===== src/rtl/wdt_pkg.sv =====
package wdt_pkg;

  localparam int CNT_W    = 8;
  localparam int SEL_W    = 3;
  localparam int PRE_BASE = 5;
  localparam int ADDR_W   = 2;
  localparam int N_FLAG   = 2;

  localparam int FLAG_IV  = 0;
  localparam int FLAG_WD  = 1;

  typedef enum logic [ADDR_W-1:0] {
    REG_COUNT = 2'd0,
    REG_CTRL  = 2'd1,
    REG_STAT  = 2'd2,
    REG_NONE  = 2'd3
  } reg_addr_e;

endpackage


===== src/rtl/wdt_prescaler.sv =====
module wdt_prescaler #(
  parameter int PRE_BASE = wdt_pkg::PRE_BASE,
  parameter int SEL_W    = wdt_pkg::SEL_W
) (
  input  logic             clk,
  input  logic             rst_n,
  input  logic             run,
  input  logic [SEL_W-1:0] sel,
  output logic             tick
);

  localparam int PRE_W = PRE_BASE + (1 << SEL_W) - 1;

  // Low-bit mask for the selected tap: PRE_BASE+sel ones.
  function automatic logic [PRE_W-1:0] tap_mask(input logic [SEL_W-1:0] s);
    return {PRE_W{1'b1}} >> (~s);
  endfunction

  logic [PRE_W-1:0] div_q;
  logic [PRE_W-1:0] mask;

  assign mask = tap_mask(sel);
  assign tick = run && ((div_q & mask) == mask);

  always_ff @(posedge clk or negedge rst_n) begin
    if (!rst_n)     div_q <= '0;
    else if (!run)  div_q <= '0;
    else            div_q <= div_q + PRE_W'(1);
  end

endmodule


===== src/rtl/wdt_counter.sv =====
module wdt_counter #(
  parameter int CNT_W = wdt_pkg::CNT_W
) (
  input  logic             clk,
  input  logic             rst_n,
  input  logic             tick,
  input  logic             load,
  input  logic [CNT_W-1:0] load_val,
  output logic [CNT_W-1:0] count,
  output logic             ovf
);

  // Increment with carry out; the carry marks the wrap to zero.
  function automatic logic [CNT_W:0] bump(input logic [CNT_W-1:0] v);
    return {1'b0, v} + {{CNT_W{1'b0}}, 1'b1};
  endfunction

  logic [CNT_W-1:0] count_q;
  logic [CNT_W:0]   nxt;

  assign nxt   = bump(count_q);
  assign ovf   = tick && !load && nxt[CNT_W];
  assign count = count_q;

  always_ff @(posedge clk or negedge rst_n) begin
    if (!rst_n)     count_q <= '0;
    else if (load)  count_q <= load_val;
    else if (tick)  count_q <= nxt[CNT_W-1:0];
  end

endmodule


===== src/rtl/wdt_regs.sv =====
module wdt_regs #(
  parameter int SEL_W  = wdt_pkg::SEL_W,
  parameter int N_FLAG = wdt_pkg::N_FLAG
) (
  input  logic              clk,
  input  logic              rst_n,
  input  logic              ctrl_wr,
  input  logic              wr_run,
  input  logic              wr_wd,
  input  logic [SEL_W-1:0]  wr_sel,
  input  logic              stat_wr,
  input  logic [N_FLAG-1:0] wr_keep,
  input  logic              ovf,
  output logic              run,
  output logic              wd_mode,
  output logic [SEL_W-1:0]  sel,
  output logic [N_FLAG-1:0] flags,
  output logic              rst_req
);

  always_ff @(posedge clk or negedge rst_n) begin
    if (!rst_n) begin
      run     <= 1'b0;
      wd_mode <= 1'b0;
      sel     <= '0;
    end else if (ctrl_wr) begin
      run     <= wr_run;
      wd_mode <= wr_wd;
      if (!run) sel <= wr_sel;
    end
  end

  // One sticky flag per mode; a set beats a clear on the same edge.
  for (genvar g = 0; g < N_FLAG; g++) begin : g_flag
    logic hit;
    assign hit = ovf && ((g == wdt_pkg::FLAG_WD) ? wd_mode : !wd_mode);
    always_ff @(posedge clk or negedge rst_n) begin
      if (!rst_n)                     flags[g] <= 1'b0;
      else if (hit)                   flags[g] <= 1'b1;
      else if (stat_wr && !wr_keep[g]) flags[g] <= 1'b0;
    end
  end

  always_ff @(posedge clk or negedge rst_n) begin
    if (!rst_n) rst_req <= 1'b0;
    else        rst_req <= ovf && wd_mode;
  end

endmodule


===== src/rtl/dual_mode_timer.sv =====
module dual_mode_timer #(
  parameter int CNT_W    = wdt_pkg::CNT_W,
  parameter int SEL_W    = wdt_pkg::SEL_W,
  parameter int PRE_BASE = wdt_pkg::PRE_BASE,
  parameter int ADDR_W   = wdt_pkg::ADDR_W
) (
  input  logic              clk,
  input  logic              rst_n,
  input  logic              wr_en,
  input  logic [ADDR_W-1:0] addr,
  input  logic [CNT_W-1:0]  wdata,
  output logic [CNT_W-1:0]  rdata,
  output logic              rst_req,
  output logic              irq
);

  localparam int N_FLAG   = wdt_pkg::N_FLAG;
  localparam int RUN_BIT  = CNT_W - 1;
  localparam int MODE_BIT = CNT_W - 2;

  // Named internal events, also used by the bound checker.
  logic              count_wr;
  logic              ctrl_wr;
  logic              stat_wr;
  logic              tick;
  logic              ovf;
  logic              run;
  logic              wd_mode;
  logic [SEL_W-1:0]  sel;
  logic [CNT_W-1:0]  count;
  logic [N_FLAG-1:0] flags;

  assign count_wr = wr_en && (addr == wdt_pkg::REG_COUNT);
  assign ctrl_wr  = wr_en && (addr == wdt_pkg::REG_CTRL);
  assign stat_wr  = wr_en && (addr == wdt_pkg::REG_STAT);

  wdt_prescaler #(.PRE_BASE(PRE_BASE), .SEL_W(SEL_W)) u_pre (
    .clk  (clk),
    .rst_n(rst_n),
    .run  (run),
    .sel  (sel),
    .tick (tick)
  );

  wdt_counter #(.CNT_W(CNT_W)) u_cnt (
    .clk     (clk),
    .rst_n   (rst_n),
    .tick    (tick),
    .load    (count_wr),
    .load_val(wdata),
    .count   (count),
    .ovf     (ovf)
  );

  wdt_regs #(.SEL_W(SEL_W), .N_FLAG(N_FLAG)) u_regs (
    .clk    (clk),
    .rst_n  (rst_n),
    .ctrl_wr(ctrl_wr),
    .wr_run (wdata[RUN_BIT]),
    .wr_wd  (wdata[MODE_BIT]),
    .wr_sel (wdata[SEL_W-1:0]),
    .stat_wr(stat_wr),
    .wr_keep(wdata[N_FLAG-1:0]),
    .ovf    (ovf),
    .run    (run),
    .wd_mode(wd_mode),
    .sel    (sel),
    .flags  (flags),
    .rst_req(rst_req)
  );

  assign irq = flags[wdt_pkg::FLAG_IV];

  always_comb begin
    rdata = '0;
    case (addr)
      wdt_pkg::REG_COUNT: rdata = count;
      wdt_pkg::REG_CTRL: begin
        rdata[RUN_BIT]     = run;
        rdata[MODE_BIT]    = wd_mode;
        rdata[SEL_W-1:0]   = sel;
      end
      wdt_pkg::REG_STAT:  rdata[N_FLAG-1:0] = flags;
      default:            rdata = '0;
    endcase
  end

endmodule


===== config.mk =====
export PLATFORM = sky130hd
export DESIGN_NAME = dual_mode_timer
export DESIGN_NICKNAME = d
export VERILOG_FILES = /design/src/rtl/wdt_pkg.sv /design/src/rtl/wdt_prescaler.sv /design/src/rtl/wdt_counter.sv /design/src/rtl/wdt_regs.sv /design/src/rtl/dual_mode_timer.sv
export SDC_FILE = /design/constraint.sdc
export NUM_CORES = 1
export LEC_CHECK = 0
export ABC_AREA = 1
export BUFFER_PORTS_ARGS = -buffer_cell sky130_fd_sc_hd__buf_2
export CAP_MARGIN = 20
export CORE_MARGIN = 2
export CORE_UTILIZATION = 61
export CTS_CLUSTER_SIZE = 16
export DETAILED_ROUTE_END_ITERATION = 8
export GPL_ROUTABILITY_DRIVEN = 0
export PLACE_DENSITY = 0.84
export SYNTH_ARGS = -nofsm -noshare
export SYNTH_HDL_FRONTEND = slang
export SYNTH_HIERARCHICAL = 1
export SYNTH_SLANG_ARGS = --single-unit

===== constraint.sdc =====
create_clock -name clk -period 3.6 [get_ports clk]
set_input_delay 0.72 -clock clk [delete_from_list [all_inputs] [get_ports clk]]
set_output_delay 0.72 -clock clk [all_outputs]
set_load 0.1 [all_outputs]

==> metrics.md <==
| Metric | Value |
|---|---|
| CTS Buffer Depth | 2 |
| Simple logic cell fraction of the synthesized area | between 30% and 40% |
| Wire length of the first global-routing pass | approximately 6000 um |
| Vias in the first global route | between 1000 and 1500 |
| PortBufs | 22 |
| I/O pins | 23 |
| Endpoint type of the worst setup path | output pin |
| Cell Count Post-Placement | between 200 and 300 |
| Proportion of power drawn by flip-flops and latches | 53.5% |
| Combined global-route utilization of all metal layers | between 20% and 30% |
| Xor/xnor share of the synthesized area | 0% |
| Register clock-pin slew on the reported worst setup and hold paths | approximately 0.15 ns |
| Share of power burned in the clock network | 20.7% |
| Min Hold Slack | about 0.38 ns |
| Synthesis-to-finish area growth | 9.010% |
| Peak Freq | 0.4222 GHz |
| R2R Setup Slk | around 1.6 ns |
| Final core utilization | between 60 and 70% |
| Switching power | ~0.28 mW |
| Initial cell density of the core | ~63% |
| Crit path cell chain | buf_2 -> nor2_4 -> inv_2 -> nor2_2 -> buf_2 |
| Rows | 19 |
| Unrepaired setup endpoints after global routing | no |
| Gate count of the mapped netlist | approximately 230 |
| Sequential cell area fraction in the yosys report | about two fifths |
| Largest net degree at the start of global routing | 29 |
| Crit Path Category | primary input to output pin |
| Leftover overflow at the end of global routing | 0 |
| Power per Cell Area | ~400 nW/um2 |
| Worst R2R End | u_regs/flags[1] |
| Outcome | finished clean |
| Clock root buffer | clkbuf_4 |
| Crit path max fanout | 8 |
| Slowest cell on the critical path | buf_2 |
| Normalized max-slew margin | 45.20% |
| Unique masters post-synth | 25 |
| Tcrit/Tclk final | between 60% and 70% |
| Post-layout minimum cycle time | roughly 2.4 ns |
| ANT cells | 0 |
| Total number of nets in the final design | 267 |
| Final Total Pwr | roughly 0.74 mW |
| WL/cell | between 10 and 15 um |
| Data required time of the worst path | roughly 2.9 ns |
| Cts-stage hold buffer count | 0 |
| DRT antenna net count | 0 |
| Number of buffers and inverters on the critical path | 3 |
| Cell mode on critical path | buf_2 |
| Estimated wirelength of the detail-placed design | around 2600 um |
| Mean instance size in the synthesized netlist | between 7 and 8 um2 |
| First element of the critical path | addr[0] |
| Core outline area | 2686 um2 |
| Slew Limit Fails | 0 |
| Largest delay contributor family on the critical path | buffers and inverters |
| Max stage delay on crit path | between 0.4 and 0.5 ns |
| Post-cts gate resize count | 0 |
| Setup violators final | 0 |
| Fraction of power spent switching nets | 37.59% |
| Number of DRC markers in iteration 0 | 85 |
| Final standard cell count with taps included and fillers excluded | around 280 |
| Clock latency on the worst-skew pair | between 0.3 and 0.4 ns |
| Count of yosys warnings during synthesis | 6 |
| Multiplexer fraction of the synthesized cell area | 0% |
| Reg-to-Reg Start | u_pre/div_q[0] |
| Number of cell instances on the worst register-to-register path | 9 |
| End point of the critical path | rdata[4] |
| Most common library cell in the layout ignoring fill and taps | nand2_1 |
| CTS tree | built |
| Fraction of final layout cells sized beyond drive strength 1 | between 20% and 30% |
| Largest clock skew in the final design | 0.002608 ns |
| Setup TNS | 0 ns |
| Worst VDD drop | approximately 0.31 mV |
| Die area | 3191 um2 |
| DRT Pass-1 Iters | 4 |
| Post-route DRC | 0 |
| Compound-Gate Fraction of Synth Area | under 10% |
| Number of post-CTS setup repair buffers | 0 |
| Leakage power | 0.9443 nW |
| Combinational fraction of design power | between 20% and 30% |
| Vert. Die Dim | about 56 um |
| Combined area of all synthesized cells | 1680 um2 |
| Number of antenna violations at the first check in global routing | 0 |
| Routed vias | 1503 |
| Transition time of the tightest slew-check pin | slightly above 0.8 ns |
| Path class of the lowest-slack min-delay path | primary input to async pin |
| Die Span X | 56.49 um |
| Number of buffers created by CTS | 3 |
| Post-synthesis register bit count | 28 |
| Number of clock sinks | 28 |
| Fin. Hold Viols | 0 |
| Synth Area in Adders | 1.489% |
| Dominant combinational cell family by area after synthesis | simple AND/OR/NAND/NOR gates |
| Overall routed net length | about 3400 um |
| Worst path arrival time | around 1.7 ns |
| Number of vias per cell | 5.330 |
| Kind of start point of the critical path | primary input |
| Top library cells by usage in the layout, fill and taps aside | nand2_1 (62), dfrtp_1 (28), inv_1 (26) |
| Max_cap viols | 0 |
| CTS H-tree depth | 1 |
| Internal Pwr Total | roughly 0.46 mW |
| Post-Synthesis Net Count | 243 |
| WP depth | 5 |
-- flip-flops by register name (all words and copies together), names as in the netlist --
signal	cells
u_cnt/count	8
u_regs/rst_req	1
u_regs/wd_mode	1
u_regs/flags	2
u_pre/div_q	12
u_regs/run	1
u_regs/sel	3
-- power by group through the flow --
stage | registers [mW] | logic, mW | clock network (mW)
2_1_floorplan | 0.384 | 0.164 | 0
3_3_place_gp | 0.399 | 0.187 | 0
3_5_place_dp | 0.400 | 0.190 | 0
4_1_cts | 0.394 | 0.191 | 0.160
5_1_grt | 0.401 | 0.211 | 0.168
6_report | 0.394 | 0.190 | 0.153
-- metrics by stage --
step,instance area [um2],worst slack [ns]
after floorplan,1680,1.031
after global placement,1795,1.272
after detailed placement,1795,1.245
after CTS,1832,1.241
after global routing,1832,1.168
final,1832,1.231
-- logic make-up after synthesis --
logic type,after synthesis
and+or+nand+nor,134
buffers and inverters,36
AOI/OAI and AO/OA,28
DFF,28
adders and majority gates,2
-- cell usage after synthesis, drive strengths merged --
library cell  count  area share [%]
dfrtp            28              42
a21oi             6             1.8
o21bai            2            0.89
a22oi             6             2.7
nand4             1            0.37
nor3              4             1.8
clkinv            2            0.52
o21ai            12             3.6
ha                2             1.5
a31oi             1            0.37
inv              31             6.9
o211ai            1            0.45
nor2             35              11
nand3            25             8.0
nand2            69              17
buf               3             2.0
-- per-layer routing --
| metal | GRT usage [%] | part of all wire [%] | vias up | routed length, um |
|---|---|---|---|---|
| met1 | 30.36 | 43 | 690 | 1471 |
| met4 | 7.823 | 0.73 | 0 | 25 |
| met5 | 0 | 0 | - | 0 |
| li1 | - | - | 773 | - |
| met2 | 40.86 | 53 | 36 | 1810 |
| met3 | 2.074 | 3.4 | 4 | 117 |
-- final cells by class --
type	count	area, um2
inverters	33	125.1
fillers	226	854.6
multi-input cells	164	820.8
flip-flops and latches	28	700.7
clock buffers	4	36.28
well taps	31	38.79
repair buffers	22	110.1
-- worst min-delay path by stage --
stage                     slack (ns)              end
after floorplan                 0.42   u_cnt/count[0]
after global placement          0.46  u_regs/flags[1]
after detailed placement        0.48  u_regs/flags[1]
after CTS                       0.39  u_pre/div_q[10]
after global routing            0.42   u_pre/div_q[8]
final                           0.38   u_pre/div_q[9]
No activity file was read; power rests on OpenSTA's default activity.
